**config.mk**
```make
export PLATFORM = sky130hd
export DESIGN_NAME = rst_timeout_seq
export DESIGN_NICKNAME = d
export VERILOG_FILES = /design/src/rtl/rst_to_pkg.sv /design/src/rtl/rst_to_timer.sv /design/src/rtl/rst_to_events.sv /design/src/rtl/rst_to_fsm.sv /design/src/rtl/rst_timeout_seq.sv
export SDC_FILE = /design/constraint.sdc
export NUM_CORES = 1
export LEC_CHECK = 0
export BUFFER_PORTS_ARGS = -buffer_cell sky130_fd_sc_hd__buf_2
export CAP_MARGIN = 20
export CORE_ASPECT_RATIO = 0.6
export CORE_MARGIN = 8
export CORE_UTILIZATION = 49
export CTS_BUF_LIST = sky130_fd_sc_hd__clkbuf_8
export CTS_CLUSTER_DIAMETER = 80
export CTS_CLUSTER_SIZE = 25
export DETAILED_ROUTE_END_ITERATION = 8
export GPL_TIMING_DRIVEN = 0
export PLACE_DENSITY_LB_ADDON = 0.12
export SLEW_MARGIN = 20
export SYNTH_ARGS = -nofsm -noshare
export SYNTH_HDL_FRONTEND = slang
export SYNTH_HIERARCHICAL = 1
export SYNTH_SLANG_ARGS = --single-unit
```
**constraint.sdc**
```tcl
create_clock -name clk -period 2.6 [get_ports clk]
set_input_delay 0.13 -clock clk [delete_from_list [all_inputs] [get_ports clk]]
set_output_delay 0.13 -clock clk [all_outputs]
set_load 0.02 [all_outputs]
```
**src/rtl/rst_to_pkg.sv**
```systemverilog
// Package: shared types and mode decoding for the reset time-out sequencer.
// Assumes mode codes 0..3 are crystal modes and code 3 adds a PLL.
package rst_to_pkg;

    typedef enum logic [2:0] {
        ST_START = 3'd0,
        ST_PWRT  = 3'd1,
        ST_OST   = 3'd2,
        ST_PLL   = 3'd3,
        ST_RUN   = 3'd4
    } seq_state_e;

    localparam int STG_PWRT = 0;
    localparam int STG_OST  = 1;
    localparam int STG_PLL  = 2;
    localparam int NUM_STG  = 3;

    localparam logic [2:0] MODE_HS_PLL = 3'd3;

    // Crystal modes need the oscillator settling count.
    function automatic logic mode_is_xtal(input logic [2:0] mode);
        return ~mode[2];
    endfunction

    // Only the high-speed crystal with PLL mode needs the lock delay.
    function automatic logic mode_has_pll(input logic [2:0] mode);
        return mode == MODE_HS_PLL;
    endfunction

endpackage

```
**src/rtl/rst_to_timer.sv**
```systemverilog
// Stage timer: counts enabled steps while its stage is active and flags
// the step that completes LIMIT of them. Cleared whenever not enabled.
// Assumes 1 <= LIMIT <= 2**CNT_W.
module rst_to_timer #(
    parameter int CNT_W = 10,
    parameter int LIMIT = 16
) (
    input  logic clk,
    input  logic rst_n,
    input  logic en,
    input  logic step,
    output logic done
);
    localparam logic [CNT_W-1:0] LAST = CNT_W'(LIMIT - 1);

    logic [CNT_W-1:0] cnt;

    // Count steps during the stage, restart from zero outside it.
    always_ff @(posedge clk) begin
        if (!rst_n) begin
            cnt <= '0;
        end else if (!en) begin
            cnt <= '0;
        end else if (step) begin
            cnt <= cnt + 1'b1;
        end
    end

    // Final step of the stage.
    always_comb begin
        done = en && step && (cnt == LAST);
    end

endmodule

```
**src/rtl/rst_to_events.sv**
```systemverilog
// Event decoder: merges the reset causes into a restart request and
// qualifies wake events. Assumes all inputs are synchronous to clk.
module rst_to_events (
    input  logic       por_pulse,
    input  logic       bor_low,
    input  logic       bor_en,
    input  logic       wake_evt,
    input  logic       running,
    input  logic [2:0] osc_mode,
    output logic       restart,
    output logic       wake_go
);
    import rst_to_pkg::*;

    logic bor_hit;

    // Brown-out counts only when enabled by configuration.
    always_comb begin
        bor_hit = bor_en && bor_low;
    end

    // Power-on or brown-out restarts the whole chain.
    always_comb begin
        restart = por_pulse || bor_hit;
    end

    // Wake re-enters the chain only from run state in crystal modes.
    always_comb begin
        wake_go = wake_evt && running && mode_is_xtal(osc_mode) && !restart;
    end

endmodule

```
**src/rtl/rst_to_fsm.sv**
```systemverilog
// Sequencer state machine: walks power-up, settling and PLL stages in
// order, skipping stages that the mode and configuration rule out, and
// drives the registered system reset. Assumes stage done flags are
// single-cycle and come from timers enabled by stage_en.
module rst_to_fsm
    import rst_to_pkg::*;
(
    input  logic               clk,
    input  logic               rst_n,
    input  logic               restart,
    input  logic               wake_go,
    input  logic               pwrt_en,
    input  logic [2:0]         osc_mode,
    input  logic               ext_rst_n,
    input  logic [NUM_STG-1:0] stage_done,
    output logic [NUM_STG-1:0] stage_en,
    output logic               running,
    output logic               sys_rst
);
    seq_state_e state, nxt;
    seq_state_e first_stg, after_pwrt, after_ost;

    // Stage that follows each point in the chain for the current mode.
    always_comb begin
        after_ost  = mode_has_pll(osc_mode) ? ST_PLL : ST_RUN;
        after_pwrt = mode_is_xtal(osc_mode) ? ST_OST : ST_RUN;
        first_stg  = pwrt_en ? ST_PWRT : after_pwrt;
    end

    // Next-state selection; a restart overrides everything.
    always_comb begin
        nxt = state;
        if (restart) begin
            nxt = ST_START;
        end else begin
            case (state)
                ST_START: nxt = first_stg;
                ST_PWRT:  if (stage_done[STG_PWRT]) nxt = after_pwrt;
                ST_OST:   if (stage_done[STG_OST])  nxt = after_ost;
                ST_PLL:   if (stage_done[STG_PLL])  nxt = ST_RUN;
                ST_RUN:   if (wake_go)              nxt = ST_OST;
                default:  nxt = ST_START;
            endcase
        end
    end

    // State and output register.
    always_ff @(posedge clk) begin
        if (!rst_n) begin
            state   <= ST_START;
            sys_rst <= 1'b1;
        end else begin
            state   <= nxt;
            sys_rst <= (nxt != ST_RUN) || !ext_rst_n;
        end
    end

    // Stage enables for the timers.
    always_comb begin
        stage_en           = '0;
        stage_en[STG_PWRT] = (state == ST_PWRT);
        stage_en[STG_OST]  = (state == ST_OST);
        stage_en[STG_PLL]  = (state == ST_PLL);
        running            = (state == ST_RUN);
    end

endmodule

```
**src/rtl/rst_timeout_seq.sv**
```systemverilog
// Top: reset time-out sequencer. Holds sys_rst after power-on, brown-out,
// block reset or wake until the selected delay stages expire. Power-up
// and PLL stages count slow_tick pulses; the settling stage counts clk.
// Assumes synchronous inputs and static configuration bits.
module rst_timeout_seq #(
    parameter int CNT_W      = 10,
    parameter int PWRT_TICKS = 72,
    parameter int OST_CYCLES = 1024,
    parameter int PLL_TICKS  = 2
) (
    input  logic       clk,
    input  logic       rst_n,
    input  logic       por_pulse,
    input  logic       bor_low,
    input  logic       bor_en,
    input  logic       ext_rst_n,
    input  logic       wake_evt,
    input  logic       slow_tick,
    input  logic [2:0] osc_mode,
    input  logic       pwrt_en,
    output logic       sys_rst
);
    import rst_to_pkg::*;

    logic                restart;
    logic                wake_go;
    logic                running;
    logic [NUM_STG-1:0]  stage_en;
    logic [NUM_STG-1:0]  stage_done;

    rst_to_events u_evt (
        .por_pulse (por_pulse),
        .bor_low   (bor_low),
        .bor_en    (bor_en),
        .wake_evt  (wake_evt),
        .running   (running),
        .osc_mode  (osc_mode),
        .restart   (restart),
        .wake_go   (wake_go)
    );

    rst_to_fsm u_fsm (
        .clk        (clk),
        .rst_n      (rst_n),
        .restart    (restart),
        .wake_go    (wake_go),
        .pwrt_en    (pwrt_en),
        .osc_mode   (osc_mode),
        .ext_rst_n  (ext_rst_n),
        .stage_done (stage_done),
        .stage_en   (stage_en),
        .running    (running),
        .sys_rst    (sys_rst)
    );

    // One timer per stage; the settling stage steps every clock.
    for (genvar gi = 0; gi < NUM_STG; gi++) begin : g_stage
        localparam int LIM = (gi == STG_PWRT) ? PWRT_TICKS :
                             (gi == STG_OST)  ? OST_CYCLES : PLL_TICKS;
        logic step;
        assign step = (gi == STG_OST) ? 1'b1 : slow_tick;

        rst_to_timer #(
            .CNT_W (CNT_W),
            .LIMIT (LIM)
        ) u_tmr (
            .clk   (clk),
            .rst_n (rst_n),
            .en    (stage_en[gi]),
            .step  (step),
            .done  (stage_done[gi])
        );
    end

endmodule

```
==> results of run 1 <==
synth_stat cells, drive strengths merged:
library cell | count | area, µm²
a21oi | 17 | 85.1
nand3 | 5 | 35.0
nand2 | 23 | 86.3
buf | 4 | 25.0
xnor2 | 3 | 26.3
nand3b | 2 | 15.0
xor2 | 9 | 78.8
nor3b | 3 | 32.5
dfxtp | 34 | 681
o31ai | 8 | 60.1
a211oi | 1 | 7.51
and4 | 1 | 8.76
nor2 | 18 | 67.6
nor4b | 2 | 17.5
o21ai | 9 | 45.0
and2 | 3 | 18.8
a21o | 1 | 7.51
a32oi | 1 | 8.76
or2 | 2 | 12.5
nand4 | 11 | 98.8
nor4 | 1 | 6.26
o311ai | 1 | 8.76
inv | 5 | 18.8
or3 | 7 | 50.1
nor3 | 2 | 15.0
o21bai | 1 | 7.51
nand2b | 4 | 25.0
a41oi | 1 | 16.3
nor2b | 2 | 12.5
mux2i | 3 | 30.0
or4 | 8 | 61.3
and3b | 2 | 20.0
ha | 4 | 50.1
conb | 1 | 3.75
area by class of cell:
class / count / area share (%)
buffer: 4 / 1.29
clock buffer: 6 / 4.24
clock inverter: 2 / 0.450
inverter: 5 / 0.965
multi-input combinational: 156 / 52.3
sequential: 34 / 35.0
tap: 45 / 2.89
timing repair buffer: 11 / 2.83
registers in the layout, summed over array words and instances (netlist names):
| name | cells |
|---|---|
| g_stage.u_tmr/cnt | 30 |
| u_fsm/state | 3 |
| u_fsm/sys_rst | 1 |
metal layers:
metal,up-vias,GRT usage (%)
met5,-,0
met4,0,3.59
met3,2,4.08
met2,32,20.9
met1,706,17.8
li1,760,-
power groups by stage:
stage	sequential [W]	combinational (W)	clock [W]
global route	0.000526	0.0000500	0.000435
global placement	0.000537	0.0000429	0
CTS	0.000526	0.0000446	0.000406
floorplan	0.000537	0.0000288	0
detailed placement	0.000538	0.0000445	0
finish	0.000526	0.0000453	0.000391
final timing paths:
| kind | from | end | slack (ns) |
|---|---|---|---|
| worst max register to register | u_fsm/state[0] | u_fsm/sys_rst | 0.52 |
| worst max-delay path | u_fsm/state[0] | u_fsm/sys_rst | 0.52 |
| worst min register to register | g_stage[0].u_tmr/cnt[9] | g_stage[0].u_tmr/cnt[9] | 0.48 |
| worst min-delay path | ext_rst_n | u_fsm/sys_rst | 0.01 |
kinds of logic (layout without fill, tap and decap cells):
logic type	count (synthesis)	after routing	share of synthesized area, %
compound gates	40	40	14.1
simple gates	96	96	33.5
flops	34	34	39.1
other cells	1	1	0.215
buf+inv	9	28	2.51
fa+ha+maj	4	4	2.87
mux	3	3	1.72
xor+xnor	12	12	6.03
critical path, cell delays in order (launching register included):
cell     delay (ns)
dfxtp_1        0.46
nor3b_2        0.36
nand2_1        0.08
or4_1          0.40
nor2_1         0.20
nand3_1        0.13
a41oi_2        0.26
nand2_1        0.08
per-stage QoR:
stage,total power [W],cell area (µm²)
after detailed placement,0.000582,1850
after global routing,0.00101,1950
after global placement,0.000580,1850
after CTS,0.000976,1950
after floorplan,0.000566,1740
final,0.000963,1950
==> results.txt, run 1 <==
outcome: completed
Comb pwr share: 4.7%
WHS Path Cells: 2
met1 WL: 1840 µm
first-pass GRT wire length: 6530 µm
synthesized flop and latch total: 34
dpl hpwl: 2830 µm
routed via count: 1500
FP Rows: 16
area of the multi-input gates: 0.00102 mm²
most frequent cells in the layout: dfxtp_1 (34), nand2_1 (23), nor2_1 (18), a21oi_1 (17), buf_2 (13)
Flop pwr share: 54.7%
Clock transition at path regs: 0.07 ns
NetSw: 0.000210 W
Residual DRC: 0
arrival time at the worst endpoint: 2.24 ns
Clock Skews: 0.00792 ns
sequential fraction of the synthesis area: 39.1%
routability cong.: 0.805
layout overhead on the synthesized area: 11.6%
total grt overflow: 0
Final Hold Viols: 0
largest net degree at the start of global routing: 11
Fill cells: 301
cts bufs inserted: 5
fin nets: 233
setup violators final: 0
Critical Path Fanout Max: 8
Tcrit/Tclk final: 79.9%
TritonCTS clock tree: built
fin crit period: 2.08 ns
Initial DRT Pass Iterations: 4
port bufs: 11
startpoint types: flop
routed wl met2: 1740 µm
PD cells: 495 mW/mm²
CTS Buffer Depth: 2
Layout Cells excl Fill: 263
Die ar.: 0.00578 mm²
H-tree depth: 2
Netlist Area Pre-Place: 0.00174 mm²
Ys Warns: 6
crit end category: flop
Int Pwr: 0.000753 W
DRT iter0 DRCs: 52
Ports: 13
max-cap viol count: 0
total inserted antenna cells: 0
switching part of the total: 21.8%
Post-DRT Antenna Nets: 0
WP data required: 2.76 ns
drt wl/cell: 14.4 µm
initial antenna violation count: 0
fraction of layout cells with a size suffix above 1: 17.9%
commonest non-fill, non-tap cell in the layout: dfxtp_1
final design utilization: 58.5%
Worst R2R Path Depth: 7
RSZ-0062 raised after global routing: no
Final TNS setup: 0 ns
Syn Nets: 215
highest routing layer actually used: met4
Die Width: 93.0 µm
CTS Hold Bufs: 0
Synth cell types: 42
metal3 WL: 188 µm
core box area: 0.00332 mm²
fmax: 482 MHz
Worst VDD drop: 0.276 mV
Clock Sinks: 34
leakage: 0.622 nW
initial core utilization: 52.4%
clock group share of total power: 40.6%
Setup Fix Bufs, Post-CTS: 0
Synth Instances: 199
clk_lat worst skew: 0.28 ns
DP Cell Count: 255
post-cts resize count: 0
via density per instance: 5.70
final worst slack: 0.523 ns
vias in the first global route: 1398
hold slack: 0.0130 ns
Mapped Avg Cell Area: 8.76 µm²
Crit Path Category: reg -> reg
Die Ht: 62.2 µm
gr usage total: 13.6%
Root Buffer: clkbuf_8
total wire length: 3780 µm
Setup WS pre-CTS: 0.566 ns
Seq. cell area: 681 µm²
worst hold path class: in -> reg
fin. max-slew vios: 0
(Power assumes the default switching activity.)
==> run 2, diff against run 1 <==
==> constraint.sdc (replaced) <==
create_clock -name clk -period 1.95 [get_ports clk]
set_input_delay 0.0975 -clock clk [delete_from_list [all_inputs] [get_ports clk]]
set_output_delay 0.0975 -clock clk [all_outputs]
set_load 0.02 [all_outputs]
==> results.txt, run 2 (synthesis results as in run 1) <==
outcome: completed
layout overhead on the synthesized area: 15.4%
Post-DRT Antenna Nets: 0 (unchanged)
routed via count: 1513 (+0.87%)
clk_lat worst skew: 0.28 ns (about the same)
vias in the first global route: 1400 (+0.14%)
CTS Buffer Depth: 2 (unchanged)
Die ar.: 0.00578 mm² (unchanged)
Root Buffer: clkbuf_8
Largest register FFs: 30 (unchanged)
final design utilization: 60.5% (+2.0 points)
Crit Path Category: reg -> reg
start point of the worst hold path: slow_tick
H-tree depth: 2 (unchanged)
TritonCTS clock tree: built
WHS Path Cells: 3 (+1)
Die Ht: 62.2 µm (unchanged)
max-cap viol count: 0 (unchanged)
PD cells: 639 mW/mm² (+29%)
most frequent cells in the layout: dfxtp_1 (29), nand2_1 (23), a21oi_1 (17), nor2_1 (17), buf_2 (13)
arrival time at the worst endpoint: 2.03 ns (-0.21 ns)
crit end category: flop
Clock Skews: 0.00813 ns (+0.000217 ns)
Initial DRT Pass Iterations: 4 (unchanged)
total grt overflow: 0 (unchanged)
area of the multi-input gates: 0.00105 mm² (+3.3%)
fin crit period: 1.87 ns (-0.208 ns)
fin. max-slew vios: 0 (unchanged)
leakage: 0.651 nW (+4.6%)
fmax: 535 MHz (+11%)
Ports: 13 (unchanged)
Worst VDD drop: 0.362 mV (+31%)
Tcrit/Tclk final: 95.8% (+16 points)
FP Rows: 16 (unchanged)
total inserted antenna cells: 0 (unchanged)
Critical Path Fanout Max: 10 (+2)
Clock Sinks: 34 (unchanged)
Critical R2R Launch: u_fsm/state[2]
Top reg by flops: g_stage.u_tmr/cnt
Min-Delay Endpoint: g_stage[0].u_tmr/cnt[1]
setup violators final: 0 (unchanged)
RR Endpoint: u_fsm/sys_rst
Residual DRC: 0 (unchanged)
dpl hpwl: 2830 µm (unchanged)
gr usage total: 13.6% (unchanged)
fraction of layout cells with a size suffix above 1: 23.1% (+5.2 points)
Worst R2R Path Depth: 8 (+1)
cts bufs inserted: 5 (unchanged)
Layout Cells excl Fill: 266 (+1.1%)
first-pass GRT wire length: 6520 µm (-0.21%)
routability cong.: 0.805 (unchanged)
total wire length: 3820 µm (+1.2%)
initial antenna violation count: 0 (unchanged)
commonest non-fill, non-tap cell in the layout: dfxtp_1
DRT iter0 DRCs: 57 (+9.6%)
core box area: 0.00332 mm² (unchanged)
Fill cells: 301 (unchanged)
drt wl/cell: 14.4 µm (+0.10%)
FF-to-FF setup slack: 0.08 ns (-0.44 ns)
Die Width: 93.0 µm (unchanged)
Final TNS setup: 0 ns (unchanged)
port bufs: 11 (unchanged)
initial core utilization: 52.4% (unchanged)
startpoint types: flop
DP Cell Count: 255 (unchanged)
WP data required: 2.11 ns (-0.65 ns)
Final Hold Viols: 0 (unchanged)
Seq. cell area: 687 µm² (+0.92%)
fin nets: 236 (+1.3%)
Clock transition at path regs: 0.07 ns (about the same)
largest registers: g_stage.u_tmr/cnt x30, u_fsm/state x3, u_fsm/sys_rst x1
largest net degree at the start of global routing: 11 (unchanged)
via density per instance: 5.69 (-0.27%)
worst hold path class: in -> reg
-- run 2: worst max-delay path by stage --
stage	end	cells past startpoint	start	slack (ns)
5_1_grt	u_fsm/sys_rst	8	u_fsm/state[2]	-0.0005
3_3_place_gp	u_fsm/sys_rst	7	u_fsm/state[0]	-0.04
4_1_cts	u_fsm/sys_rst	7	g_stage[0].u_tmr/cnt[0]	0.02
3_5_place_dp	u_fsm/sys_rst	7	u_fsm/state[0]	-0.08
6_report	u_fsm/sys_rst	8	u_fsm/state[2]	0.08
2_1_floorplan	u_fsm/state[0]	9	u_fsm/state[2]	0.19
-- run 2: final cells by class --
class                           instances  area share [%]
Multi-Input combinational cell        156            52.3
Sequential cell                        34            34.2
Clock buffer                            6            4.11
Timing Repair Buffer                   14            3.98
Tap cell                               45            2.80
Buffer                                  4            1.24
Inverter                                5           0.933
Clock inverter                          2           0.436
-- run 2: repair_timing --
action                                  4_1_cts  5_1_grt
hold buffers                                  1        0
endpoints found under the hold margin         1        0
setup buffers                                 0        2
gates cloned                                  0        0
gates resized for setup                       3       10
pin swaps                                     1        5
endpoints found under the setup margin        2        4
-- run 2: worst max-delay path, stage by stage, from the launching register on --
cell and delay (ns):
dfxtp_1 0.30, buf_4 0.16, nor3b_4 0.23, nand2_1 0.08, or4_4 0.44, nor2_4 0.11
nand3_1 0.10, a41oi_2 0.25, nand2_1 0.08
-- run 2: per-stage QoR --
stage | total power, W | area, µm² | hold slack [ns] | setup WS (ns)
CTS | 0.00130 | 1970 | 0.113 | 0.0160
detailed placement | 0.000776 | 1850 | 0.272 | -0.0841
floorplan | 0.000755 | 1740 | 0.159 | 0.187
global placement | 0.000774 | 1850 | 0.259 | -0.0435
global route | 0.00135 | 2010 | 0.127 | -0.000528
finish | 0.00129 | 2010 | 0.124 | 0.0810
-- run 2: routing by layer --
layer,GRT usage (%),wire length [µm],vias up
met1,17.5,1830,715
li1,-,-,767
met3,4.20,165,2
met4,3.59,14,0
met2,21.2,1810,29
met5,0,0,-
-- run 2: power breakdown --
group          total [W]  switching, W  leakage (nW)  internal [W]
logic          0.0000658     0.0000343         0.322     0.0000315
registers       0.000702    0.00000442         0.277      0.000698
clock network   0.000518      0.000238        0.0524      0.000279
total            0.00129      0.000277         0.651       0.00101
==> run 3, diff against run 2 <==
--- a/config.mk
+++ b/config.mk
@@ -9,7 +9,7 @@
 export CAP_MARGIN = 20
 export CORE_ASPECT_RATIO = 0.6
 export CORE_MARGIN = 8
-export CORE_UTILIZATION = 49
+export CORE_UTILIZATION = 30
 export CTS_BUF_LIST = sky130_fd_sc_hd__clkbuf_8
 export CTS_CLUSTER_DIAMETER = 80
 export CTS_CLUSTER_SIZE = 25
==> results.txt, run 3 (synthesis results as in run 1) <==
Root Buffer: clkbuf_8
FF-to-FF setup slack: 0.05 ns (-0.03 ns)
most frequent cells in the layout: dfxtp_1 (31), nand2_1 (23), a21oi_1 (17), nor2_1 (17), buf_2 (13)
RSZ-0062 raised after global routing: yes
FP Rows: 21 (+5)
total inserted antenna cells: 0 (unchanged)
PD cells: 631 mW/mm² (-1.4%)
WP data required: 2.11 ns (about the same)
fin crit period: 1.90 ns (+0.0330 ns)
routability cong.: 0.744 (-7.5%)
Die Width: 114 µm (+23%)
fmax: 526 MHz (-1.7%)
total wire length: 3790 µm (-0.92%)
Top reg by flops: g_stage.u_tmr/cnt
dpl hpwl: 2690 µm (-5.0%)
Die ar.: 0.00858 mm² (+48%)
fin. max-slew vios: 0 (unchanged)
vias in the first global route: 1225 (-13%)
first-pass GRT wire length: 6200 µm (-4.9%)
fraction of layout cells with a size suffix above 1: 23.5% (+0.45 points)
leakage: 0.637 nW (-2.2%)
largest net degree at the start of global routing: 11 (unchanged)
TritonCTS clock tree: built
outcome: completed
largest registers: g_stage.u_tmr/cnt x30, u_fsm/state x3, u_fsm/sys_rst x1
Tcrit/Tclk final: 97.5% (+1.7 points)
initial core utilization: 31.1% (-21 points)
Post-DRT Antenna Nets: 0 (unchanged)
fin nets: 236 (unchanged)
Largest register FFs: 30 (unchanged)
Die Ht: 75.0 µm (+21%)
DP Cell Count: 290 (+14%)
worst hold path class: in -> reg
hold slack: 0.111 ns (-0.0130 ns)
crit end category: flop
Initial DRT Pass Iterations: 4 (unchanged)
layout overhead on the synthesized area: 18.8%
Clock transition at path regs: 0.07 ns (about the same)
CTS Buffer Depth: 2 (unchanged)
Critical Path Fanout Max: 8 (-2)
start point of the worst hold path: slow_tick
Ports: 13 (unchanged)
routed via count: 1445 (-4.5%)
Crit Path Category: reg -> reg
Residual DRC: 0 (unchanged)
cts bufs inserted: 5 (unchanged)
arrival time at the worst endpoint: 2.06 ns (+0.03 ns)
core box area: 0.00560 mm² (+68%)
Clock Sinks: 34 (unchanged)
startpoint types: flop
RR Endpoint: u_fsm/sys_rst
Layout Cells excl Fill: 301 (+13%)
port bufs: 11 (unchanged)
Worst VDD drop: 0.233 mV (-36%)
Min-Delay Endpoint: g_stage[0].u_tmr/cnt[0]
DRT iter0 DRCs: 94 (+65%)
Worst R2R Path Depth: 8 (unchanged)
drt wl/cell: 12.6 µm (-12%)
Final Power: 0.00131 W (+1.6%)
Clock Skews: 0.00396 ns (-0.00418 ns)
Final Hold Viols: 0 (unchanged)
final design utilization: 37.0% (-24 points)
Final TNS setup: 0 ns (unchanged)
Critical R2R Launch: u_fsm/state[2]
initial antenna violation count: 0 (unchanged)
clk_lat worst skew: 0.28 ns (about the same)
total grt overflow: 0 (unchanged)
via density per instance: 4.80 (-16%)
setup violators final: 0 (unchanged)
WHS Path Cells: 3 (unchanged)
H-tree depth: 2 (unchanged)
max-cap viol count: 0 (unchanged)
gr usage total: 9.25% (-4.3 points)
commonest non-fill, non-tap cell in the layout: dfxtp_1
==> run 3: area by class of cell <==
type	count	area, µm²
repair buffers	14	80.1
flip-flops and latches	34	687
clock inverters	2	8.76
fillers	579	3530
well taps	80	100
clock buffers	6	82.6
plain buffers	4	28.8
inverters	5	18.8
multi-input cells	156	1060
==> run 3: layer usage <==
| metal | track usage (%) | vias up | part of all wire (%) |
|---|---|---|---|
| met5 | 0 | - | 0 |
| met4 | 3.95 | 0 | 1.6 |
| met3 | 3.52 | 8 | 6.1 |
| met2 | 10.7 | 28 | 34 |
| met1 | 13.9 | 645 | 58 |
| li1 | - | 764 | - |
==> run 3: where the power goes <==
part           total [W]  internal [W]  switching (W)
clock           0.000539      0.000280       0.000259
combinational  0.0000659     0.0000314      0.0000344
sequential      0.000701      0.000696     0.00000464
total            0.00131       0.00101       0.000298
==> run 3: how the worst max path moves through the flow <==
stage	depth (start not counted)	end	startpoint	slack, ns
3_3_place_gp	7	u_fsm/sys_rst	u_fsm/state[0]	-0.09
6_report	8	u_fsm/sys_rst	u_fsm/state[2]	0.05
3_5_place_dp	7	u_fsm/sys_rst	u_fsm/state[0]	-0.09
2_1_floorplan	9	u_fsm/state[0]	u_fsm/state[2]	0.19
5_1_grt	8	u_fsm/sys_rst	u_fsm/state[2]	-0.06
4_1_cts	7	u_fsm/sys_rst	g_stage[0].u_tmr/cnt[0]	0.02
==> run 3: worst max-delay path, stage by stage (launching register included) <==
cell and delay, ns:
dfxtp_1 0.31, buf_6 0.13, nor3b_4 0.25, nand2_1 0.09, or4_4 0.43, nor2_4 0.16, nand3_2 0.08, a41oi_2 0.24
nand2_1 0.09
==> run 3: per-stage QoR <==
step           instance area [µm²]  setup slack [ns]
2_1_floorplan                 1740             0.187
3_3_place_gp                  1900           -0.0949
3_5_place_dp                  1900           -0.0860
4_1_cts                       2020            0.0170
5_1_grt                       2070           -0.0584
6_report                      2070            0.0480
==> run 3: timing repair <==
item	CTS	global route
endpoints found under the setup margin	3	2
cloned	0	0
endpoints found under the hold margin	1	0
hold buffers	1	0
pin swaps	2	8
setup buffers	0	2
resized for setup	5	10
